$ cat config.mk
export PLATFORM = sky130hd
export DESIGN_NAME = gpio_evt_irq
export DESIGN_NICKNAME = d
export VERILOG_FILES = /design/src/rtl/evt_pkg.sv /design/src/rtl/evt_detect.sv /design/src/rtl/evt_regs.sv /design/src/rtl/gpio_evt_irq.sv
export SDC_FILE = /design/constraint.sdc
export NUM_CORES = 1
export LEC_CHECK = 0
export ABC_AREA = 1
export BUFFER_PORTS_ARGS = -buffer_cell sky130_fd_sc_hd__buf_2
export CORE_ASPECT_RATIO = 1.4
export CORE_MARGIN = 2
export CORE_UTILIZATION = 39
export DETAILED_ROUTE_END_ITERATION = 7
export PLACE_DENSITY = 0.75
export RECOVER_POWER = 100
export SLEW_MARGIN = 30
export SYNTH_ARGS = -nofsm -noshare
export SYNTH_HDL_FRONTEND = slang
export SYNTH_SLANG_ARGS = --single-unit
$ cat constraint.sdc
create_clock -name clk -period 1.15 [get_ports clk]
set_input_delay 0.0575 -clock clk [delete_from_list [all_inputs] [get_ports clk]]
set_output_delay 0.0575 -clock clk [all_outputs]
set_load 0.02 [all_outputs]
$ cat src/rtl/evt_pkg.sv
package evt_pkg;

    // Write strobes delivered by the register decoder, one cycle wide.
    typedef struct packed {
        logic en_wr;
        logic en_set;
        logic en_clr;
        logic st_clr;
    } wr_strobe_t;

endpackage

$ cat src/rtl/evt_detect.sv
module evt_detect #(
    parameter int WIDTH = 32
) (
    input  logic [WIDTH-1:0] din_i,
    input  logic [WIDTH-1:0] chg_i,
    input  logic [WIDTH-1:0] typ_i,
    input  logic [WIDTH-1:0] both_i,
    output logic [WIDTH-1:0] hit_o
);

    // Per pin: level mode passes the data bit; edge mode requires a
    // reported change, qualified by the new value unless both edges count.
    for (genvar gi = 0; gi < WIDTH; gi++) begin : g_pin
        logic edge_hit;
        assign edge_hit  = chg_i[gi] & (both_i[gi] | din_i[gi]);
        assign hit_o[gi] = typ_i[gi] ? edge_hit : din_i[gi];
    end

endmodule

$ cat src/rtl/evt_regs.sv
module evt_regs
    import evt_pkg::*;
#(
    parameter int WIDTH = 32
) (
    input  logic             clk,
    input  logic             rst_n,
    input  logic [WIDTH-1:0] hit_i,
    input  logic [WIDTH-1:0] wdata_i,
    input  wr_strobe_t       stb_i,
    input  logic [WIDTH-1:0] din_i,
    input  logic [WIDTH-1:0] typ_i,
    input  logic [WIDTH-1:0] chg_i,
    output logic [WIDTH-1:0] status_o,
    output logic [WIDTH-1:0] enable_o,
    output logic             irq_o
);

    typedef struct packed {
        logic [WIDTH-1:0] st;
        logic [WIDTH-1:0] en;
        logic             irq;
    } state_t;

    state_t s_d, s_q;
    logic [WIDTH-1:0] clr_mask_d;

    always_comb begin
        s_d = s_q;
        // enable: load, then set, then clear
        if (stb_i.en_wr)  s_d.en = wdata_i;
        if (stb_i.en_set) s_d.en = s_d.en | wdata_i;
        if (stb_i.en_clr) s_d.en = s_d.en & ~wdata_i;
        // status: clear first, new events override
        clr_mask_d = stb_i.st_clr ? wdata_i : '0;
        s_d.st     = (s_q.st & ~clr_mask_d) | hit_i;
        s_d.irq    = |(s_d.st & s_d.en);
    end

    always_ff @(posedge clk or negedge rst_n) begin
        if (!rst_n) begin
            s_q <= '0;
        end else begin
            s_q <= s_d;
        end
    end

    assign status_o = s_q.st;
    assign enable_o = s_q.en;
    assign irq_o    = s_q.irq;

    AST_LEVEL_SETS: assert property (@(posedge clk) disable iff (!rst_n)
        1'b1 |=> ((status_o & $past(din_i & ~typ_i)) == $past(din_i & ~typ_i)));

    AST_NO_CFG_EDGE: assert property (@(posedge clk) disable iff (!rst_n)
        ((chg_i == '0) && ((din_i & ~typ_i) == '0)) |=> ((status_o & ~$past(status_o)) == '0));

    AST_STICKY: assert property (@(posedge clk) disable iff (!rst_n)
        !stb_i.st_clr |=> ((status_o & $past(status_o)) == $past(status_o)));

    AST_EN_SET: assert property (@(posedge clk) disable iff (!rst_n)
        (stb_i.en_set && !stb_i.en_clr) |=> ((enable_o & $past(wdata_i)) == $past(wdata_i)));

    AST_EN_CLR: assert property (@(posedge clk) disable iff (!rst_n)
        stb_i.en_clr |=> ((enable_o & $past(wdata_i)) == '0));

    AST_IRQ_MATCH: assert property (@(posedge clk) disable iff (!rst_n)
        irq_o == |(status_o & enable_o));

endmodule

$ cat src/rtl/gpio_evt_irq.sv
module gpio_evt_irq
    import evt_pkg::*;
#(
    parameter int WIDTH = 32
) (
    input  logic             clk,
    input  logic             rst_n,
    input  logic [WIDTH-1:0] din_i,
    input  logic [WIDTH-1:0] din_chg_i,
    input  logic [WIDTH-1:0] evt_type_i,
    input  logic [WIDTH-1:0] both_edge_i,
    input  logic [WIDTH-1:0] wr_data_i,
    input  logic             en_wr_i,
    input  logic             en_set_i,
    input  logic             en_clr_i,
    input  logic             st_clr_i,
    output logic [WIDTH-1:0] status_o,
    output logic [WIDTH-1:0] enable_o,
    output logic             irq_o
);

    logic [WIDTH-1:0] hit;
    wr_strobe_t       stb;

    assign stb = '{en_wr: en_wr_i, en_set: en_set_i, en_clr: en_clr_i, st_clr: st_clr_i};

    evt_detect #(.WIDTH(WIDTH)) i_detect (
        .din_i  (din_i),
        .chg_i  (din_chg_i),
        .typ_i  (evt_type_i),
        .both_i (both_edge_i),
        .hit_o  (hit)
    );

    evt_regs #(.WIDTH(WIDTH)) i_regs (
        .clk      (clk),
        .rst_n    (rst_n),
        .hit_i    (hit),
        .wdata_i  (wr_data_i),
        .stb_i    (stb),
        .din_i    (din_i),
        .typ_i    (evt_type_i),
        .chg_i    (din_chg_i),
        .status_o (status_o),
        .enable_o (enable_o),
        .irq_o    (irq_o)
    );

endmodule

* Word level (Yosys, flattened, before mapping)
Index checks and enable logic that the tools add are counted.
** Storage, ports and cells
- Logic and storage cells :: 111
- Bits of input ports :: 166
- Output and inout port bits :: 65
- Register bits :: 65
** Operators by class
- Bitwise gates (word level) :: 71
- Mux-type cells :: 36
- Reduce and logical (&&, ||, !) cells :: 1
** Operators by type and width (number)
- $mux W32 :: 4
- $and A32 B32 Y32 :: 3
- $not A32 Y32 :: 2
- $or A32 B32 Y32 :: 2
- $and A1 B1 Y1 :: 32
- $mux W1 :: 32
- $or A1 B1 Y1 :: 32
- $reduce_or A32 Y1 :: 1

* Logic depth before layout (Yosys ltp)
Gate-level depths: netlist of the first run.
- Depth after elaboration :: 7
- Mapped depth :: 11
- Depth with buffers taken out :: 10

* Hierarchy
From an unflattened synthesis of the first run, not the netlist that was laid out.
** Second synthesis, totals
- Cell total of the unflattened synthesis :: 647
- Area, all modules :: 4023.9 µm²
** By module, submodules not included
- evt_regs :: times used 1, cells each 423, area each 3183.1 µm², sequential area each 1626.6 µm²
- evt_detect :: times used 1, cells each 224, area each 840.8 µm², sequential area each 0.0 µm²

* Worst setup path after synthesis of the first run
Ideal clock, no wire load.
- Path type :: register to register
- Start :: reg i_regs.s_q, in the netlist i_regs.enable_o[14]
- End :: reg i_regs.s_q, in the netlist i_regs.irq_o
- Clock period less this slack :: 1095 ps
- Setup time :: 119 ps
- Slack :: 55 ps
- Data required time :: 1031 ps
- Path buffers :: 0
- Arrival time :: 976 ps
- Cell stages (with the launch flop) :: 9
- Cells stage by stage :: dfrtp_1 -> nand2_1 -> o21ai_0 -> nand3_1 -> nand2_1 -> nor2_1 -> nand2_1 -> nor2_1 -> nand2_1
** RTL lines
- start, declared :: line evt_regs.sv:25 : state_t s_d, s_q;
- start signal, assigned :: line evt_regs.sv:42 : s_q <= '0;
- start signal, assigned :: line evt_regs.sv:44 : s_q <= s_d;

==> qor.csv, run 1 <==
stage,metric,value,unit
run_status,status,"complete, but fails checks",
run_status,violated checks,"negative hold slack, negative setup slack",
logic_synthesis,Post-synth ARST share,100.0,%
route,routed len/inst,11.84,um
clocking,clock root cell,clkbuf_16,
logic_synthesis,Cell variety after synth,20,
setup_path,CP arrival,1.39,ns
die,DIE WIDTH,87.92,um
die,row cnt,42,
final_layout,Finished Layout Cells,956,
sta,Least-Margin Pin Slew,0.6828,ns
power,switching part of the total,30.90,%
power,Flop pwr share,37.8,%
clocking,H-tree Lvls,3,
setup_path,Critical Path Start,i_regs.status_o[31],
sta,Worst Skew,0.001809,ns
sta,setup slack after layout,-0.03215,ns
global_routing,total track usage,21.83,%
place,placer congestion estimate,0.8144,
final_layout,nets,985,
setup_path,Critical R2R Launch,i_regs.status_o[31],
hold_path,worst min-delay path category,in2reg,
sta,fin crit share,102.8,%
final_layout,layout cells sized above 1,35.92,%
logic_synthesis,synthesized cell area,3845,um2
setup_path,crit-path max FO,2,
logic_synthesis,Yosys warnings,0,
logic_synthesis,sequential area share after synthesis,42.30,%
clocking,CTS tree,done,
route,WL final,11320,um
place,worst slack at placement,-0.1509,ns
clocking,Clock Path Buffers,2,
power,combinational share of power,25.9,%
power,Power Dens Cells,1245,nW/um2
global_routing,first-pass GRT wire length,18050,um
die,Core ar.,9512,um2
clocking,Sink Count,65,
route,Vias,4279,
route,Antenna Nets Post-Route,0,
run,MaxCap Viol Count,0,
power,Max VDD drop,0.7557,mV
die,Initial Util,40.42,%
place,dpl cells,933,
final_layout,Synth-to-Final Area Change,44.94,%
logic_synthesis,syn_area_per_cell,6.722,um2
sta,Period minus WS final,1.182,ns
power,switching power,0.002144,W
logic_synthesis,Synth Instances,572,
die,Die Y,121.5,um
route,starting DRC count in detailed routing,133,
power,Leak,3.368,nW
global_routing,total gr overflow,0,
logic_synthesis,dominant cells by area after synthesis,"dfrtp_1 (42%), nand2_1 (29%), inv_1 (7.9%)",
sta,Final Hold Viols,1,
place,port bufs,230,
hold_path,Hold Crit Start,din_chg_i[29],
power,Internal,0.004794,W
route,DRT Pass-1 Iters,4,
global_routing,initial antenna violation count,0,
sta,slew margin rel.,54.48,%
logic_synthesis,Post-synth top cells,"nand2_1 (297), inv_1 (81), dfrtp_1 (65)",
setup_path,Critical Path Sink Type,flip-flop,
global_routing,largest net degree at the start of global routing,39,
logic_synthesis,Yosys reg bits,65,
logic_synthesis,top-count cell post-synth,nand2_1,
logic_synthesis,"Primary FF master, synth",dfrtp_1,
die,I/O Pins,231,
place,dpl hpwl,9018,um
sta,Final setup viols,1,
route,DRC Markers,0,
setup_path,CP Class,reg2reg,
clocking,clock latency at the later pin of the worst-skew pair,0.32,ns
setup_path,Worst EP required,1.36,ns
power,final total power,0.006938,W
sta,max-slew violation count,0,
final_layout,ant diodes,0,
die,full die area,10680,um2
clocking,CTS Buf Count,9,
route,vias per cell,4.476,
setup_path,CP startpoint kind,flip-flop,
logic_synthesis,Synth top area share,42.30,%
global_routing,vias in the first global route,4063,
logic_synthesis,Post-synth EDFFs,0,
logic_synthesis,leading area contributor after synthesis,dfrtp_1,
sta,RSZ-0062 raised after global routing,true,
logic_synthesis,Syn Nets,738,
sta,fmax,0.8459,GHz
sta,WHS,-0.003753,ns
power,clock share of power,36.3,%
clocking,clk slew on worst S/H paths,0.05,ns
cell usage in the layout, fill, tap and decap left out, drive strengths merged:
master       count
dlygate4sd3      1
nand3           32
and2            16
nand2          302
a21boi          16
clkinv           3
dfrtp           65
nor2            11
o21ai           36
clkbuf          15
inv             83
buf            244
critical path: stages (launching register included):
cell and delay (ns):
dfrtp_1 0.39, o21ai_2 0.06, nand2_1 0.09, nand3_2 0.08, nand2_2 0.07, nor2_2 0.12
nand2_1 0.08, nor2_1 0.13, nand2_1 0.06
repair_timing:
| action | in CTS | in global routing |
|---|---|---|
| gates cloned | 0 | 0 |
| setup buffers | 0 | 6 |
| setup endpoints to repair | 1 | 1 |
| endpoints found under the hold margin | 69 | 0 |
| hold buffers | 1 | 0 |
| resized for setup | 4 | 23 |
| pin swaps | 1 | 14 |
layer usage:
layer	GRT usage, %	vias up	wire (um)
met4	9.615	0	326
met1	23.57	1888	4215
met3	3.673	23	650
met2	40.53	137	6127
met5	0	-	0
li1	-	2231	-
cell type report:
type	instances	area, um2
clock buffers	13	260.3
clock inverters	3	15.01
fillers	940	3939
inverters	83	316.6
multi-input cells	413	1862
flip-flops and latches	65	1627
well taps	132	165.2
repair buffers	247	1328
final timing paths:
path | to | slack (ns) | depth (start not counted)
worst max-delay path | i_regs.irq_o | -0.03 | 8
worst min-delay path | i_regs.status_o[29] | -0.004 | 3
worst max register to register | i_regs.irq_o | -0.03 | 8
worst min register to register | i_regs.status_o[6] | 0.50 | 2
max in group asynchronous | i_regs.enable_o[15] | 0.29 | 3
min in group asynchronous | i_regs.status_o[2] | 0.36 | 3
sequential cells by signal, indices dropped and copies added (netlist names):
| signal | cells |
|---|---|
| i_regs.enable_o | 32 |
| i_regs.irq_o | 1 |
| i_regs.status_o | 32 |
cells by family after synthesis:
family	after synthesis	synth area share, %
compound gates	52	8.786
buf+inv	94	10.80
flops	65	42.30
simple gates	361	38.11
power groups by stage:
stage                     Clock (W)  Sequential, W  Combinational [W]
final                       0.00252        0.00262            0.00180
after global routing        0.00268        0.00264            0.00202
after CTS                   0.00257        0.00262            0.00175
after detailed placement          0        0.00266            0.00174
after global placement            0        0.00266            0.00173
after floorplan                   0        0.00291           0.000693
stage by stage:
| stage | hold slack (ns) | setup TNS (ns) | utilization, % | area [um2] |
|---|---|---|---|---|
| 6_report | -0.003753 | -0.03215 | 58.59 | 5573 |
| 3_5_place_dp | 0.09426 | -0.1509 | 54.54 | 5187 |
| 3_3_place_gp | 0.08885 | -0.1271 | 54.54 | 5187 |
| 5_1_grt | 0.004685 | -0.1128 | 58.59 | 5573 |
| 2_1_floorplan | -0.2381 | 0 | - | 3845 |
| 4_1_cts | -0.02235 | -0.05316 | 57.54 | 5473 |
Power figures use the tool's default switching activity.
==> run 2, diff against run 1 <==
Settings changed: PLACE_DENSITY 0.75 to 0.78.
Clock period 1.15 ns to 0.98 ns, I/O delays scaled along.
==> qor.csv, run 2 (synthesized netlist as in run 1, its figures left out) <==
stage,metric,value,unit
run_status,status,"complete, but fails checks",
run_status,violated checks,"negative hold slack, negative setup slack",
place,dpl cells,952,
route,DRC Markers,0,
final_layout,nets,1005,
global_routing,total track usage,21.65,%
clocking,clock latency at the later pin of the worst-skew pair,0.32,ns
final_layout,"commonest non-fill, non-tap cell in the layout",nand2_1,
clocking,H-tree Lvls,3,
global_routing,first-pass GRT wire length,18060,um
clocking,hold buffers post-CTS,1,
final_layout,Synth-to-Final Area Change,55.22,%
place,dpl hpwl,8883,um
setup_path,reg2reg setup slack,-0.16,ns
sta,Least-Margin Pin Slew,0.6221,ns
final_layout,cell area after layout,5968,um2
die,DIE WIDTH,87.92,um
clocking,CTS tree,done,
setup_path,CP Class,reg2reg,
route,DRT Pass-1 Iters,4,
die,I/O Pins,231,
final_layout,fill count,873,
route,starting DRC count in detailed routing,140,
route,routed len/inst,11.44,um
die,Die Y,121.5,um
sta,Final Hold Viols,3,
global_routing,grt peak-use layer,met2,
sta,setup slack after layout,-0.1554,ns
clocking,CTS Buf Count,9,
place,placer congestion estimate,0.7694,
sta,fin crit share,115.9,%
run,MaxCap Viol Count,0,
route,Vias,4370,
setup_path,crit-path max FO,2,
place,worst slack at placement,-0.2662,ns
sta,slew margin rel.,58.53,%
sta,Final setup viols,19,
sta,RSZ-0062 raised after global routing,true,
setup_path,CP startpoint kind,flip-flop,
hold_path,worst min-delay path category,in2reg,
sta,Period minus WS final,1.135,ns
global_routing,total gr overflow,0,
hold_path,WHS Path Cells,3,
setup_path,Worst EP required,1.19,ns
clocking,clk slew on worst S/H paths,0.06,ns
global_routing,met2 Usage GRT,39.63,%
setup_path,CP arrival,1.35,ns
die,row cnt,42,
global_routing,M3 GR Usage,4.490,%
die,Core ar.,9512,um2
setup_path,Worst R2R Path Depth,8,
place,port bufs,230,
sta,max-slew violation count,0,
hold_path,Hold Crit Start,din_chg_i[21],
sta,Worst Skew,0.004734,ns
power,Power Dens Cells,1401,nW/um2
clocking,Clock Path Buffers,2,
final_layout,Finished Layout Cells,977,
setup_path,Critical Path Sink Type,flip-flop,
global_routing,grt met1 use,22.60,%
global_routing,largest net degree at the start of global routing,66,
die,Initial Util,40.42,%
setup_path,Critical R2R Launch,i_regs.status_o[16],
global_routing,initial antenna violation count,1,
power,Max VDD drop,0.9142,mV
global_routing,vias in the first global route,4310,
final_layout,most frequent cells in the layout,"nand2_1 (296), buf_2 (212), inv_1 (81), dfrtp_2 (51), buf_6 (36)",
route,vias per cell,4.473,
die,full die area,10680,um2
setup_path,r2r endpoint,i_regs.irq_o,
place,Area after DPL,5431,um2
hold_path,Worst Hold End,i_regs.status_o[21],
route,WL final,11170,um
sta,WHS,-0.01080,ns
power,Leak,3.474,nW
final_layout,layout cells sized above 1,42.30,%
clocking,clock root cell,clkbuf_16,
route,Antenna Nets Post-Route,0,
clocking,Sink Count,65,
power,final total power,0.008364,W
sta,fmax,0.8807,GHz
==> run 2: changes by cell type in the layout (fill, tap and decap cells not counted), sizes merged <==
cell | before | now
buf | 244 | 263
clkbuf | 15 | 16
clkinv | 3 | 2
clkinvlp | 0 | 1
diode | 0 | 1
==> run 2: report_power, final <==
group	total, W	internal [W]	switching [W]
sequential	0.00311	0.00297	0.000142
clock	0.00290	0.00177	0.00112
combinational	0.00236	0.00108	0.00129
total	0.00836	0.00582	0.00255
==> run 2: critical path, cell delays in order (launching register included) <==
cell	delay [ns]
dfrtp_2	0.39
o21ai_0	0.07
nand2_1	0.11
nand3_2	0.09
nand2_1	0.05
nor2_1	0.10
nand2_1	0.07
nor2_1	0.10
nand2_1	0.05
==> run 2: final cells by class <==
type | count | area [um2] | share of cell area [%]
antenna | 1 | 2.502 | 0.04193
clock buffer | 13 | 250.2 | 4.193
clock inverter | 3 | 17.52 | 0.2935
inverter | 83 | 316.6 | 5.304
multi-input combinational | 413 | 1839 | 30.82
sequential | 65 | 1690 | 28.32
tap | 132 | 165.2 | 2.767
timing repair buffer | 267 | 1687 | 28.26
==> run 2: timing repair <==
item / 4_1_cts / 5_1_grt
setup endpoints to repair: 19 / 19
pin swaps: 9 / 17
resized for setup: 54 / 19
hold endpoints to repair: 69 / 2
buffers inserted: 2 / 12
==> run 2: routing by layer <==
metal  wire length (um)  part of all wire (%)
met1               4210                    38
met2               5841                    52
met3                766                   6.9
met4                354                   3.2
met5                  0                     0
==> run 2: worst max-delay path by stage <==
stage	startpoint	end
2_1_floorplan	i_regs.enable_o[19]	i_regs.irq_o
3_3_place_gp	en_wr_i	i_regs.irq_o
3_5_place_dp	en_wr_i	i_regs.irq_o
4_1_cts	i_regs.status_o[28]	i_regs.irq_o
5_1_grt	i_regs.enable_o[26]	i_regs.irq_o
6_report	i_regs.status_o[16]	i_regs.irq_o
==> run 2: stage by stage <==
step | utilization (%) | TNS [ns]
after detailed placement | 57.10 | -0.2662
after CTS | 62.04 | -0.9557
final | 62.75 | -0.8645
after global routing | 62.72 | -1.477
after floorplan | - | -0.08120
after global placement | 57.10 | -0.2425
==> run 3, diff against run 2 <==
Settings changed: SETUP_SLACK_MARGIN from default to 0.15.
==> qor.csv, run 3 (synthesized netlist as in run 1, its figures left out) <==
stage,metric,value,unit
global_routing,vias in the first global route,4567,
setup_path,Worst R2R Path Depth,8,
power,Max VDD drop,0.9538,mV
die,I/O Pins,231,
sta,setup slack after layout,-0.1759,ns
route,Antenna Nets Post-Route,0,
final_layout,Multi-input gate area,1851,um2
setup_path,Critical R2R Launch,i_regs.status_o[23],
final_layout,nets,1004,
power,Leak,3.552,nW
clocking,Clock Path Buffers,2,
setup_path,r2r endpoint,i_regs.irq_o,
sta,fmax,0.8651,GHz
global_routing,largest net degree at the start of global routing,21,
sta,Sum Neg Setup Slack,-1.003,ns
clocking,clk slew on worst S/H paths,0.06,ns
final_layout,fill count,882,
clocking,H-tree Lvls,3,
place,dpl cells,949,
sta,Final Hold Viols,2,
global_routing,total gr overflow,0,
clocking,clock root cell,clkbuf_16,
route,starting DRC count in detailed routing,130,
setup_path,Critical Path Start,i_regs.status_o[23],
clocking,CTS tree,done,
setup_path,Critical Path Sink Type,flip-flop,
clocking,hold buffers post-CTS,1,
sta,max-slew violation count,0,
place,dpl hpwl,9293,um
die,DIE WIDTH,87.92,um
sta,Least-Margin Pin Slew,0.2962,ns
route,Vias,4467,
final_layout,Register Area,1690,um2
route,DRC Markers,0,
final_layout,ant diodes,0,
die,Die Y,121.5,um
sta,Final setup viols,22,
die,Core ar.,9512,um2
power,Power Dens Cells,1504,nW/um2
clocking,Sink Count,65,
route,routed len/inst,12.35,um
sta,RSZ-0062 raised after global routing,true,
route,DRT Pass-1 Iters,7,
die,Initial Util,40.42,%
sta,Period minus WS final,1.156,ns
sta,Worst Skew,0.005668,ns
route,vias per cell,4.582,
sta,slew margin rel.,80.25,%
place,placer congestion estimate,0.7860,
route,WL final,12040,um
final_layout,most frequent cells in the layout,"nand2_1 (297), buf_2 (174), inv_1 (81), dfrtp_2 (51), buf_6 (45)",
run_status,status,"complete, but fails checks",
setup_path,CP startpoint kind,flip-flop,
sta,fin crit share,118.0,%
setup_path,Worst EP required,1.19,ns
final_layout,layout cells sized above 1,43.18,%
global_routing,total track usage,22.81,%
global_routing,first-pass GRT wire length,19100,um
place,port bufs,230,
final_layout,"commonest non-fill, non-tap cell in the layout",nand2_1,
run_status,violated checks,"negative hold slack, negative setup slack",
run,MaxCap Viol Count,0,
power,final total power,0.009256,W
final_layout,Finished Layout Cells,975,
setup_path,reg2reg setup slack,-0.18,ns
hold_path,worst min-delay path category,in2reg,
die,full die area,10680,um2
die,row cnt,42,
global_routing,initial antenna violation count,0,
setup_path,CP arrival,1.37,ns
clocking,CTS Buf Count,9,
setup_path,crit-path max FO,2,
final_layout,Synth-to-Final Area Change,60.01,%
sta,WHS,-0.02105,ns
setup_path,Setup crit end,i_regs.irq_o,
clocking,clock latency at the later pin of the worst-skew pair,0.32,ns
setup_path,CP Class,reg2reg,
==> run 3: stage by stage <==
stage	setup slack (ns)	utilization (%)	cell area, um2
6_report	-0.1759	64.68	6152
5_1_grt	-0.2991	64.68	6152
4_1_cts	-0.1941	65.89	6267
3_5_place_dp	-0.2663	57.13	5434
3_3_place_gp	-0.2655	57.13	5434
2_1_floorplan	-0.08120	-	3909
==> run 3: worst min-delay path by stage <==
stage | endpoint | from | slack (ns) | cells past startpoint
detailed placement | i_regs.status_o[18] | rst_n | -0.02 | 1
global placement | i_regs.status_o[15] | rst_n | -0.02 | 1
global route | i_regs.status_o[31] | din_chg_i[31] | -0.002 | 3
CTS | i_regs.status_o[31] | din_chg_i[31] | -0.02 | 3
finish | i_regs.status_o[28] | din_chg_i[28] | -0.02 | 3
floorplan | i_regs.enable_o[0] | rst_n | -0.25 | 0
==> run 3: layout make-up <==
class	count	share of cell area, %
Timing Repair Buffer	266	29.02
Multi-Input combinational cell	413	30.08
Sequential cell	65	27.48
Inverter	83	5.145
Tap cell	132	2.685
Clock buffer	9	3.661
Clock inverter	7	1.932
==> run 3: report_power, final <==
part | internal, W | leakage (nW) | switching, W
logic | 0.00116 | 2.71 | 0.00132
registers | 0.00297 | 0.678 | 0.000156
clock network | 0.00248 | 0.162 | 0.00117
total | 0.00660 | 3.55 | 0.00265
==> run 3: critical path: stages, from the launching register on <==
cell and delay (ns):
dfrtp_2 0.40, o21ai_1 0.08, nand2_1 0.10, nand3_2 0.09
nand2_2 0.06, nor2_2 0.10, nand2_1 0.06, nor2_1 0.10
nand2_1 0.05
==> run 3: repair_timing <==
action	CTS	global route
hold endpoints to repair	67	1
pin swaps	6	6
setup buffers	1	8
gates resized for setup	147	22
setup endpoints to repair	66	76
==> run 3: layer usage <==
metal	part of all wire, %	track usage, %	vias up
met4	3.2	7.981	0
met5	0	0	-
met1	36	22.39	1994
li1	-	-	2263
met2	55	45.41	175
met3	5.9	4.422	35
